## src/rtl/adc_ovs_pkg.sv

```systemverilog
package adc_ovs_pkg;

   typedef enum logic [1:0] {
      SEQ_IDLE = 2'd0,
      SEQ_CONV = 2'd1,
      SEQ_WAIT = 2'd2
   } seq_state_e;

endpackage

```

## src/rtl/adc_ovs_seq.sv

```systemverilog
module adc_ovs_seq
   import adc_ovs_pkg::*;
(
   input  logic clk_i,
   input  logic rst_ni,
   input  logic trig_i,
   input  logic smp_valid_i,
   input  logic abort_i,
   input  logic per_smp_trig_i,
   input  logic burst_gate_i,
   input  logic restart_on_abort_i,
   input  logic done_i,
   output logic start_o,
   output logic add_o,
   output logic clr_o
);

   seq_state_e state_q, state_d;
   logic       start_d;
   logic       gate_eff;

   // Per-sample triggering forces the burst gate on
   assign gate_eff = burst_gate_i | per_smp_trig_i;
   assign clr_o    = abort_i & restart_on_abort_i;

   always_comb begin
      state_d = state_q;
      start_d = 1'b0;
      add_o   = 1'b0;
      unique case (state_q)
         SEQ_IDLE: begin
            if (trig_i) begin
               state_d = SEQ_CONV;
               start_d = 1'b1;
            end
         end
         SEQ_CONV: begin
            if (abort_i) begin
               if (per_smp_trig_i) state_d = SEQ_WAIT;
               else                start_d = 1'b1;
            end else if (smp_valid_i) begin
               add_o = 1'b1;
               if (done_i) begin
                  if (gate_eff) state_d = SEQ_IDLE;
                  else          start_d = 1'b1;
               end else if (per_smp_trig_i) begin
                  state_d = SEQ_WAIT;
               end else begin
                  start_d = 1'b1;
               end
            end
         end
         SEQ_WAIT: begin
            if (trig_i) begin
               state_d = SEQ_CONV;
               start_d = 1'b1;
            end
         end
         default: state_d = SEQ_IDLE;
      endcase
   end

   always_ff @(posedge clk_i) begin
      if (!rst_ni) begin
         state_q <= SEQ_IDLE;
         start_o <= 1'b0;
      end else begin
         state_q <= state_d;
         start_o <= start_d;
      end
   end

   // per-sample mode never requests a conversion without a trigger
   p_trig_only_r3: assert property (@(posedge clk_i) disable iff (!rst_ni)
      (start_o && $past(per_smp_trig_i)) |-> $past(trig_i));

   // a trigger during an in-flight conversion does not raise a request
   p_trig_ignored_r12: assert property (@(posedge clk_i) disable iff (!rst_ni)
      (state_q == SEQ_CONV && trig_i && !abort_i && !smp_valid_i) |=> !start_o);

endmodule

```

## src/rtl/adc_ovs_acc.sv

```systemverilog
module adc_ovs_acc #(
   parameter int DATA_W    = 12,
   parameter int LOG2_MAX  = 8,
   parameter int ACC_W     = 20,
   parameter int SEL_W     = 3
) (
   input  logic              clk_i,
   input  logic              rst_ni,
   input  logic              add_i,
   input  logic              clr_i,
   input  logic [DATA_W-1:0] data_i,
   input  logic [SEL_W-1:0]  ratio_sel_i,
   output logic              done_o,
   output logic [ACC_W-1:0]  sum_o
);

   localparam int CNT_W = LOG2_MAX;

   logic [ACC_W-1:0] acc_q;
   logic [CNT_W-1:0] cnt_q;
   logic [CNT_W:0]   last_w;

   // Index of the final sample: 2^(k+1) - 1
   assign last_w = (CNT_W+1)'((32'd1 << (32'(ratio_sel_i) + 32'd1)) - 32'd1);
   assign sum_o  = acc_q + ACC_W'(data_i);
   assign done_o = add_i && ({1'b0, cnt_q} >= last_w);

   always_ff @(posedge clk_i) begin
      if (!rst_ni) begin
         acc_q <= '0;
         cnt_q <= '0;
      end else if (clr_i || done_o) begin
         acc_q <= '0;
         cnt_q <= '0;
      end else if (add_i) begin
         acc_q <= sum_o;
         cnt_q <= cnt_q + CNT_W'(1);
      end
   end

   // restart mode wipes the partial state
   p_clear_r6: assert property (@(posedge clk_i) disable iff (!rst_ni)
      clr_i |=> (cnt_q == '0 && acc_q == '0));

   // with no accepted sample and no clear, the partial state is kept
   p_hold_r5: assert property (@(posedge clk_i) disable iff (!rst_ni)
      (!add_i && !clr_i) |=> ($stable(cnt_q) && $stable(acc_q)));

   // the count starts over after a completed burst
   p_wrap_r9: assert property (@(posedge clk_i) disable iff (!rst_ni)
      done_o |=> (cnt_q == '0));

endmodule

```

## src/rtl/adc_ovs_shift.sv

```systemverilog
module adc_ovs_shift #(
   parameter int IN_W      = 20,
   parameter int OUT_W     = 16,
   parameter int SH_W      = 4,
   parameter int MAX_SHIFT = 8
) (
   input  logic [IN_W-1:0]  din_i,
   input  logic [SH_W-1:0]  sh_i,
   output logic [OUT_W-1:0] dout_o
);

   logic [SH_W-1:0] sh_c;
   logic [IN_W-1:0] stg [SH_W+1];

   assign sh_c   = (sh_i > SH_W'(MAX_SHIFT)) ? SH_W'(MAX_SHIFT) : sh_i;
   assign stg[0] = din_i;

   for (genvar i = 0; i < SH_W; i++) begin : g_stage
      assign stg[i+1] = sh_c[i] ? (stg[i] >> (2**i)) : stg[i];
   end

   if (OUT_W <= IN_W) begin : g_trunc
      assign dout_o = OUT_W'(stg[SH_W]);
   end else begin : g_pad
      assign dout_o = {{(OUT_W-IN_W){1'b0}}, stg[SH_W]};
   end

endmodule

```

## src/rtl/adc_ovs_ctrl.sv

```systemverilog
module adc_ovs_ctrl #(
   parameter int DATA_W    = 12,
   parameter int LOG2_MAX  = 8,
   parameter int ACC_W     = 20,
   parameter int OUT_W     = 16,
   parameter int MAX_SHIFT = 8,
   parameter int SEL_W     = $clog2(LOG2_MAX),
   parameter int SH_W      = $clog2(MAX_SHIFT + 1)
) (
   input  logic              clk_i,
   input  logic              rst_ni,
   input  logic              trig_i,
   input  logic              smp_valid_i,
   input  logic [DATA_W-1:0] smp_data_i,
   input  logic              abort_i,
   input  logic              per_smp_trig_i,
   input  logic              burst_gate_i,
   input  logic              restart_on_abort_i,
   input  logic [SEL_W-1:0]  ratio_sel_i,
   input  logic [SH_W-1:0]   shift_i,
   output logic              conv_start_o,
   output logic [OUT_W-1:0]  avg_o,
   output logic              eoc_o
);

   if (ACC_W < DATA_W + LOG2_MAX) begin : g_chk_acc
      $error("accumulator too narrow for the largest ratio");
   end
   if ((1 << SEL_W) != LOG2_MAX) begin : g_chk_sel
      $error("LOG2_MAX must be a power of two matching SEL_W");
   end
   if (MAX_SHIFT < 1 || (1 << SH_W) <= MAX_SHIFT) begin : g_chk_sh
      $error("shift field width does not cover MAX_SHIFT");
   end

   logic             add_w, clr_w, done_w;
   logic [ACC_W-1:0] sum_w;
   logic [OUT_W-1:0] avg_w;

   adc_ovs_seq u_seq (
      .clk_i              (clk_i),
      .rst_ni             (rst_ni),
      .trig_i             (trig_i),
      .smp_valid_i        (smp_valid_i),
      .abort_i            (abort_i),
      .per_smp_trig_i     (per_smp_trig_i),
      .burst_gate_i       (burst_gate_i),
      .restart_on_abort_i (restart_on_abort_i),
      .done_i             (done_w),
      .start_o            (conv_start_o),
      .add_o              (add_w),
      .clr_o              (clr_w)
   );

   adc_ovs_acc #(
      .DATA_W   (DATA_W),
      .LOG2_MAX (LOG2_MAX),
      .ACC_W    (ACC_W),
      .SEL_W    (SEL_W)
   ) u_acc (
      .clk_i       (clk_i),
      .rst_ni      (rst_ni),
      .add_i       (add_w),
      .clr_i       (clr_w),
      .data_i      (smp_data_i),
      .ratio_sel_i (ratio_sel_i),
      .done_o      (done_w),
      .sum_o       (sum_w)
   );

   adc_ovs_shift #(
      .IN_W      (ACC_W),
      .OUT_W     (OUT_W),
      .SH_W      (SH_W),
      .MAX_SHIFT (MAX_SHIFT)
   ) u_shift (
      .din_i  (sum_w),
      .sh_i   (shift_i),
      .dout_o (avg_w)
   );

   always_ff @(posedge clk_i) begin
      if (!rst_ni) begin
         avg_o <= '0;
         eoc_o <= 1'b0;
      end else begin
         eoc_o <= done_w;
         if (done_w) avg_o <= avg_w;
      end
   end

   // a result only follows a sample that was actually accepted
   p_eoc_src_r4: assert property (@(posedge clk_i) disable iff (!rst_ni)
      eoc_o |-> $past(smp_valid_i && !abort_i));

   // the result register moves only with the end-of-conversion pulse
   p_result_hold_r4: assert property (@(posedge clk_i) disable iff (!rst_ni)
      !eoc_o |-> $stable(avg_o));

   // an abort never lets a sample complete a result
   p_abort_wins_r11: assert property (@(posedge clk_i) disable iff (!rst_ni)
      abort_i |=> !eoc_o);

endmodule

```

## config.mk

```make
export PLATFORM = sky130hd
export DESIGN_NAME = adc_ovs_ctrl
export DESIGN_NICKNAME = d
export VERILOG_FILES = /design/src/rtl/adc_ovs_pkg.sv /design/src/rtl/adc_ovs_seq.sv /design/src/rtl/adc_ovs_acc.sv /design/src/rtl/adc_ovs_shift.sv /design/src/rtl/adc_ovs_ctrl.sv
export SDC_FILE = /design/constraint.sdc
export NUM_CORES = 1
export LEC_CHECK = 0
export BUFFER_PORTS_ARGS = -buffer_cell sky130_fd_sc_hd__buf_2
export CAP_MARGIN = 20
export CORE_AREA = 2 2 102 104
export CTS_CLUSTER_SIZE = 12
export DETAILED_ROUTE_END_ITERATION = 10
export DIE_AREA = 0 0 104 106
export PLACE_DENSITY = 0.67
export SLEW_MARGIN = 0
export SYNTH_ARGS = -nofsm -noshare
export SYNTH_HDL_FRONTEND = slang
export SYNTH_SLANG_ARGS = --single-unit
```

## constraint.sdc

```tcl
create_clock -name clk_i -period 7.99 [get_ports clk_i]
set_input_delay 0.3995 -clock clk_i [delete_from_list [all_inputs] [get_ports clk_i]]
set_output_delay 0.3995 -clock clk_i [all_outputs]
set_load 0.005 [all_outputs]
```

After elaboration in Yosys (flattened, before gate mapping). Cells that the tools add are included.

Word-level logic and storage cells: 49. Input port bits: 27. Register bits: 48.

Multiplexer cells: 22. Shifts and indexed selects: 1. Equality and inequality tests: 5. Add/subtract/negate cells: 4. Bitwise operators: 3. Magnitude comparators: 2. Reduce and logical (&&, ||, !) cells: 6.

Operator list (number): $mux 20 (3); $shl 1x32->9 const A (1); $add 20x12->20 (1); $mux 16 (1); $mux 2 (6); $ge 8x9->1 (1); $mux 1 (9); $sub 9x1->9 const B (1); $add 8x1->8 const B (1); $add 3x1->4 const B (1); $gt 4x4->1 const B (1); $mux 4 (1); $ne 4x3->1 const B (1); $pmux 2 s2 (1); $reduce_or 2->1 (2); $ne 3x3->1 const B (1); $reduce_and 3->1 (1); $eq 2x1->1 const B (1); $eq 2x2->1 const B (1); $logic_not 2->1 (1); $ne 2x1->1 const B (1); $pmux 1 s2 (1); $and 1x1->1 (1); $logic_and 1x1->1 (1); other kinds (3) (3).

Depth between registers and ports, before layout.
Depth in word-level cells: 9. Gate-level depth with buffers: 15.

Hierarchy. Synthesis repeated with hierarchy kept, for this count alone.

Cell total of the unflattened synthesis: 494. Area, all modules: 4060.1 sq um.

By module, submodules not included: adc_ovs_acc (cells each 273, sequential area each 560.5 sq um, instances 1, area each 2199.6 sq um); adc_ovs_shift (cells each 145, sequential area each 0.0 sq um, instances 1, area each 1036.0 sq um); adc_ovs_ctrl (cells each 53, sequential area each 340.3 sq um, instances 1, area each 643.1 sq um); adc_ovs_seq (cells each 23, sequential area each 60.1 sq um, instances 1, area each 181.4 sq um).

Worst setup path before layout. Ideal clock, no wire load.

Path type: input port to flip-flop. Start: input port ratio_sel_i[1]. End: register u_acc.acc_q[10]. Arrival time: 2852 ps. Required time: 7919 ps. Library setup time: 71 ps. Setup slack: 5067 ps. Cell stages on the path: 14. Cells stage by stage: clkbuf_1 nor3_1 inv_1 ha_1 nor2_1 a32oi_1 ha_1 a21o_1 a211oi_1 o211ai_1 a21oi_1 nand2_1 clkbuf_1 a21oi_1.

Longest elaborated chain between the ends: 7.

RTL lines: from (decl) (line adc_ovs_ctrl.sv:19) `input logic [SEL_W-1:0] ratio_sel_i,`; $add 3x1->4 (line adc_ovs_acc.sv:24) `assign last_w = (CNT_W+1)'((32'd1 << (32'(ratio_sel_i) + 32'd1)) - 32'd1);`; $shl 1x32->9 (line adc_ovs_acc.sv:24); $sub 9x1->9 (line adc_ovs_acc.sv:24); $ge 8x9->1 (line adc_ovs_acc.sv:26) `assign done_o = add_i && ({1'b0, cnt_q} >= last_w);`; $logic_and 1x1->1 (line adc_ovs_acc.sv:26); $logic_or 1x1->1 (line adc_ovs_acc.sv:32) `end else if (clr_i || done_o) begin`; $reduce_or 2->1 (no line); to (signal assigned) (line adc_ovs_acc.sv:36) `acc_q <= sum_o;`; to (decl) (line adc_ovs_acc.sv:19) `logic [ACC_W-1:0] acc_q;`.

Every way passes these cells. A chain may end at the register's enable or synchronous reset.

Worst setup path after layout.
Start: register u_seq.state_q[0]. End: register avg_o[11].

Longest elaborated chain between the ends: 3.

RTL lines: from (decl) (line adc_ovs_seq.sv:18) `seq_state_e state_q, state_d;`; from (signal assigned) (line adc_ovs_seq.sv:68) `state_q <= state_d;`; $eq 2x1->1 (line adc_ovs_seq.sv:30) `unique case (state_q)`; $mux 1 (line adc_ovs_seq.sv:30); $logic_and 1x1->1 (line adc_ovs_acc.sv:26); to (signal assigned) (line adc_ovs_ctrl.sv:88) `if (done_w) avg_o <= avg_w;`; to (decl) (line adc_ovs_ctrl.sv:22) `output logic [OUT_W-1:0] avg_o,`.

Every way passes these cells.

==> results.cfg <==
[cells_and_area]
num-nets-final = 588
drive_gt1_frac = 0.132
fillCellCount = 1062
finish.cell_count_without_fillers = 675
area_delta_synth_final_pct = 9.38
antennaDiodeCount = 0
post-route-util = 0.426

[critical_path]
rrSetupSlack_ns = 4.45
crit_path_start_kind = flop
critPathMaxFanout = 21
critPathCaptureType = flop
critical_path_required_ns = 8.18
crit_type = flop to flop
arrival_ns = 3.73

[route]
drc = 0
vias = 3947
wl_per_cell_um = 16.3
routed_wl_um = 11000
drtAntennaViolNets = 0
firstDrtPassIters = 5
drt_iter0_markers = 267
drt-vias-per-instance = 5.85

[placement]
port_buffers = 44
dp_cells = 666
gp_congestion = 0.884
post-dp-hpwl_um = 8220

[clock_tree]
cts_num_sinks = 48
cts_buffers = 5
clockBufferDepth = 2
htreeDepth = 2
clkTransAtPathRegs_ns = 0.09
clk_latency_ns = 0.32
cts_tree = yes
root_buffer = clkbuf_8
cts_resized = 0
postCtsHoldBufs = 0
cts_setup_buffers = 0

[timing]
period_minus_slack_ns = 3.54
maxSlewHeadroom = 0.221
fmax_mhz = 282
setup_violations = 0
period_share = 0.444
worst_slew_pin_slew_ns = 1.16
grt_setup_unrepaired = false
drv_slew = 0
hold_viol = 0
tns_ns = 0
fin_skew_ns = 0.0170

[power]
p_leak_nw = 1.68
vdd_ir_drop_max_uv = 83.1
p_per_area_nw_per_um2 = 127

[floorplanning]
rows = 37
start_util = 0.390
core_area_um2 = 10000
dieArea_um2 = 11000
die_w_um = 104
pin_count = 45
die-height_um = 106

[logic_synthesis]
synth_ff_type = dfxtp_1
synthTopCellsByArea = dfxtp_1 (25%), ha_1 (7.1%), nand2_1 (6.2%), nor2_1 (5.4%), a21oi_1 (4.9%)
synth_top_area_frac = 0.247
ys_seq_area_frac = 0.247
synth_edf_count = 0
yosysWarningCount = 0
synthCells = 511
avgSynthCellArea_um2 = 7.62
synth_top_area_cell = dfxtp_1
synthDistinctLibCells = 71
synth_seq_cells = 48
async_flop_share = 0
synth_area_um2 = 3890

[global_route]
grt_max_degree = 30
first_global_vias = 3844
grt.total_usage = 0.199
grt_pass1_wl_um = 18300
grt.overflow.total = 0
antenna_found_initial = 0

[status]
run_status = finished, final reports clean

[flow_run]
cap_violations = 0

[hold_path]
hp-class = input pin to flop
[flip-flops by register name (all words and copies together), names as in the netlist]
signal and count:
u_acc.acc_q 20, avg_o 16, u_seq.start_o 1, u_acc.cnt_q 8, eoc_o 1, u_seq.state_q 2
[synthesized netlist by cell type (4+ instances only)]
master,n
a31oi_1,6
ha_1,22
mux2i_1,9
nand2b_1,5
clkbuf_8,4
a21oi_1,38
nand3_1,13
nand4_1,11
dfxtp_1,48
nor3_1,16
o211ai_1,9
a21o_1,6
xor2_1,17
and3_1,6
inv_1,13
o221ai_1,5
xnor2_1,12
and2_1,5
or3_1,8
clkbuf_1,18
o21ai_0,30
a211oi_1,15
nor2_1,56
nand2_1,64
[critical path, stage by stage, from the launching register on]
cell and delay, ns:
dfxtp_1 0.35, nor2b_1 0.24, and3b_1 0.77, o21ai_0 0.22
a211oi_1 0.61, a21oi_1 0.23, buf_4 0.24, a21o_1 0.18
a2111oi_0 0.43, nor3_1 0.13
[area by class of cell]
| cell class | count | area, µm² | share of cell area |
|---|---|---|---|
| well taps | 136 | 170 | 0.0399 |
| flip-flops and latches | 48 | 961 | 0.226 |
| inverters | 14 | 52.6 | 0.0123 |
| clock inverters | 2 | 38.8 | 0.00910 |
| clock buffers | 6 | 82.6 | 0.0194 |
| repair buffers | 45 | 228 | 0.0535 |
| multi-input cells | 424 | 2730 | 0.640 |
[path summary, 6_finish.rpt]
check                           cells past startpoint              from               end
worst max register to register                      9  u_seq.state_q[0]         avg_o[11]
worst min register to register                      2          avg_o[4]          avg_o[4]
worst max-delay path                                9  u_seq.state_q[0]         avg_o[11]
worst min-delay path                                3    per_smp_trig_i  u_seq.state_q[1]
[report_power, final]
group,switching (mW),internal [mW]
logic,0.0665,0.0378
registers,0.00137,0.241
clock network,0.0921,0.103
total,0.160,0.382
[stage by stage]
stage / power, mW / area [µm²] / setup slack, ns / hold slack (ns)
detailed placement: 0.350 / 4130 / 3.49 / 0.432
global placement: 0.349 / 4130 / 3.73 / 0.429
CTS: 0.543 / 4250 / 3.83 / 0.368
global route: 0.564 / 4260 / 4.12 / 0.387
floorplan: 0.324 / 3900 / 5.07 / 0.435
finish: 0.542 / 4260 / 4.45 / 0.363
[layer usage]
layer,vias to the layer above,share of wire,track usage
li1,1932,-,-
met1,1858,0.45,0.252
met2,133,0.48,0.345
met3,24,0.058,0.0337
met4,0,0.016,0.0608
met5,-,0,0
[cells in the final DEF (no fill, tap or decap), types with 15 or more instances in the layout]
cell      instances
a211oi_1         15
a21oi_1          38
buf_2            44
dfxtp_1          48
ha_1             22
nand2_1          64
nor2_1           56
nor3_1           16
o21ai_0          30
xor2_1           17
[cells by family (layout without fill, tap and decap cells)]
family | Yosys count | in the layout | share of synthesized area
buf+inv | 40 | 67 | 0.0540
compound gates | 152 | 152 | 0.262
fa+ha+maj | 23 | 23 | 0.0758
mux | 12 | 12 | 0.0405
xor+xnor | 29 | 29 | 0.0652
other cells | 1 | 2 | 0.000963
simple gates | 206 | 206 | 0.255
flops | 48 | 48 | 0.247
Power figures use the tool's default switching activity.
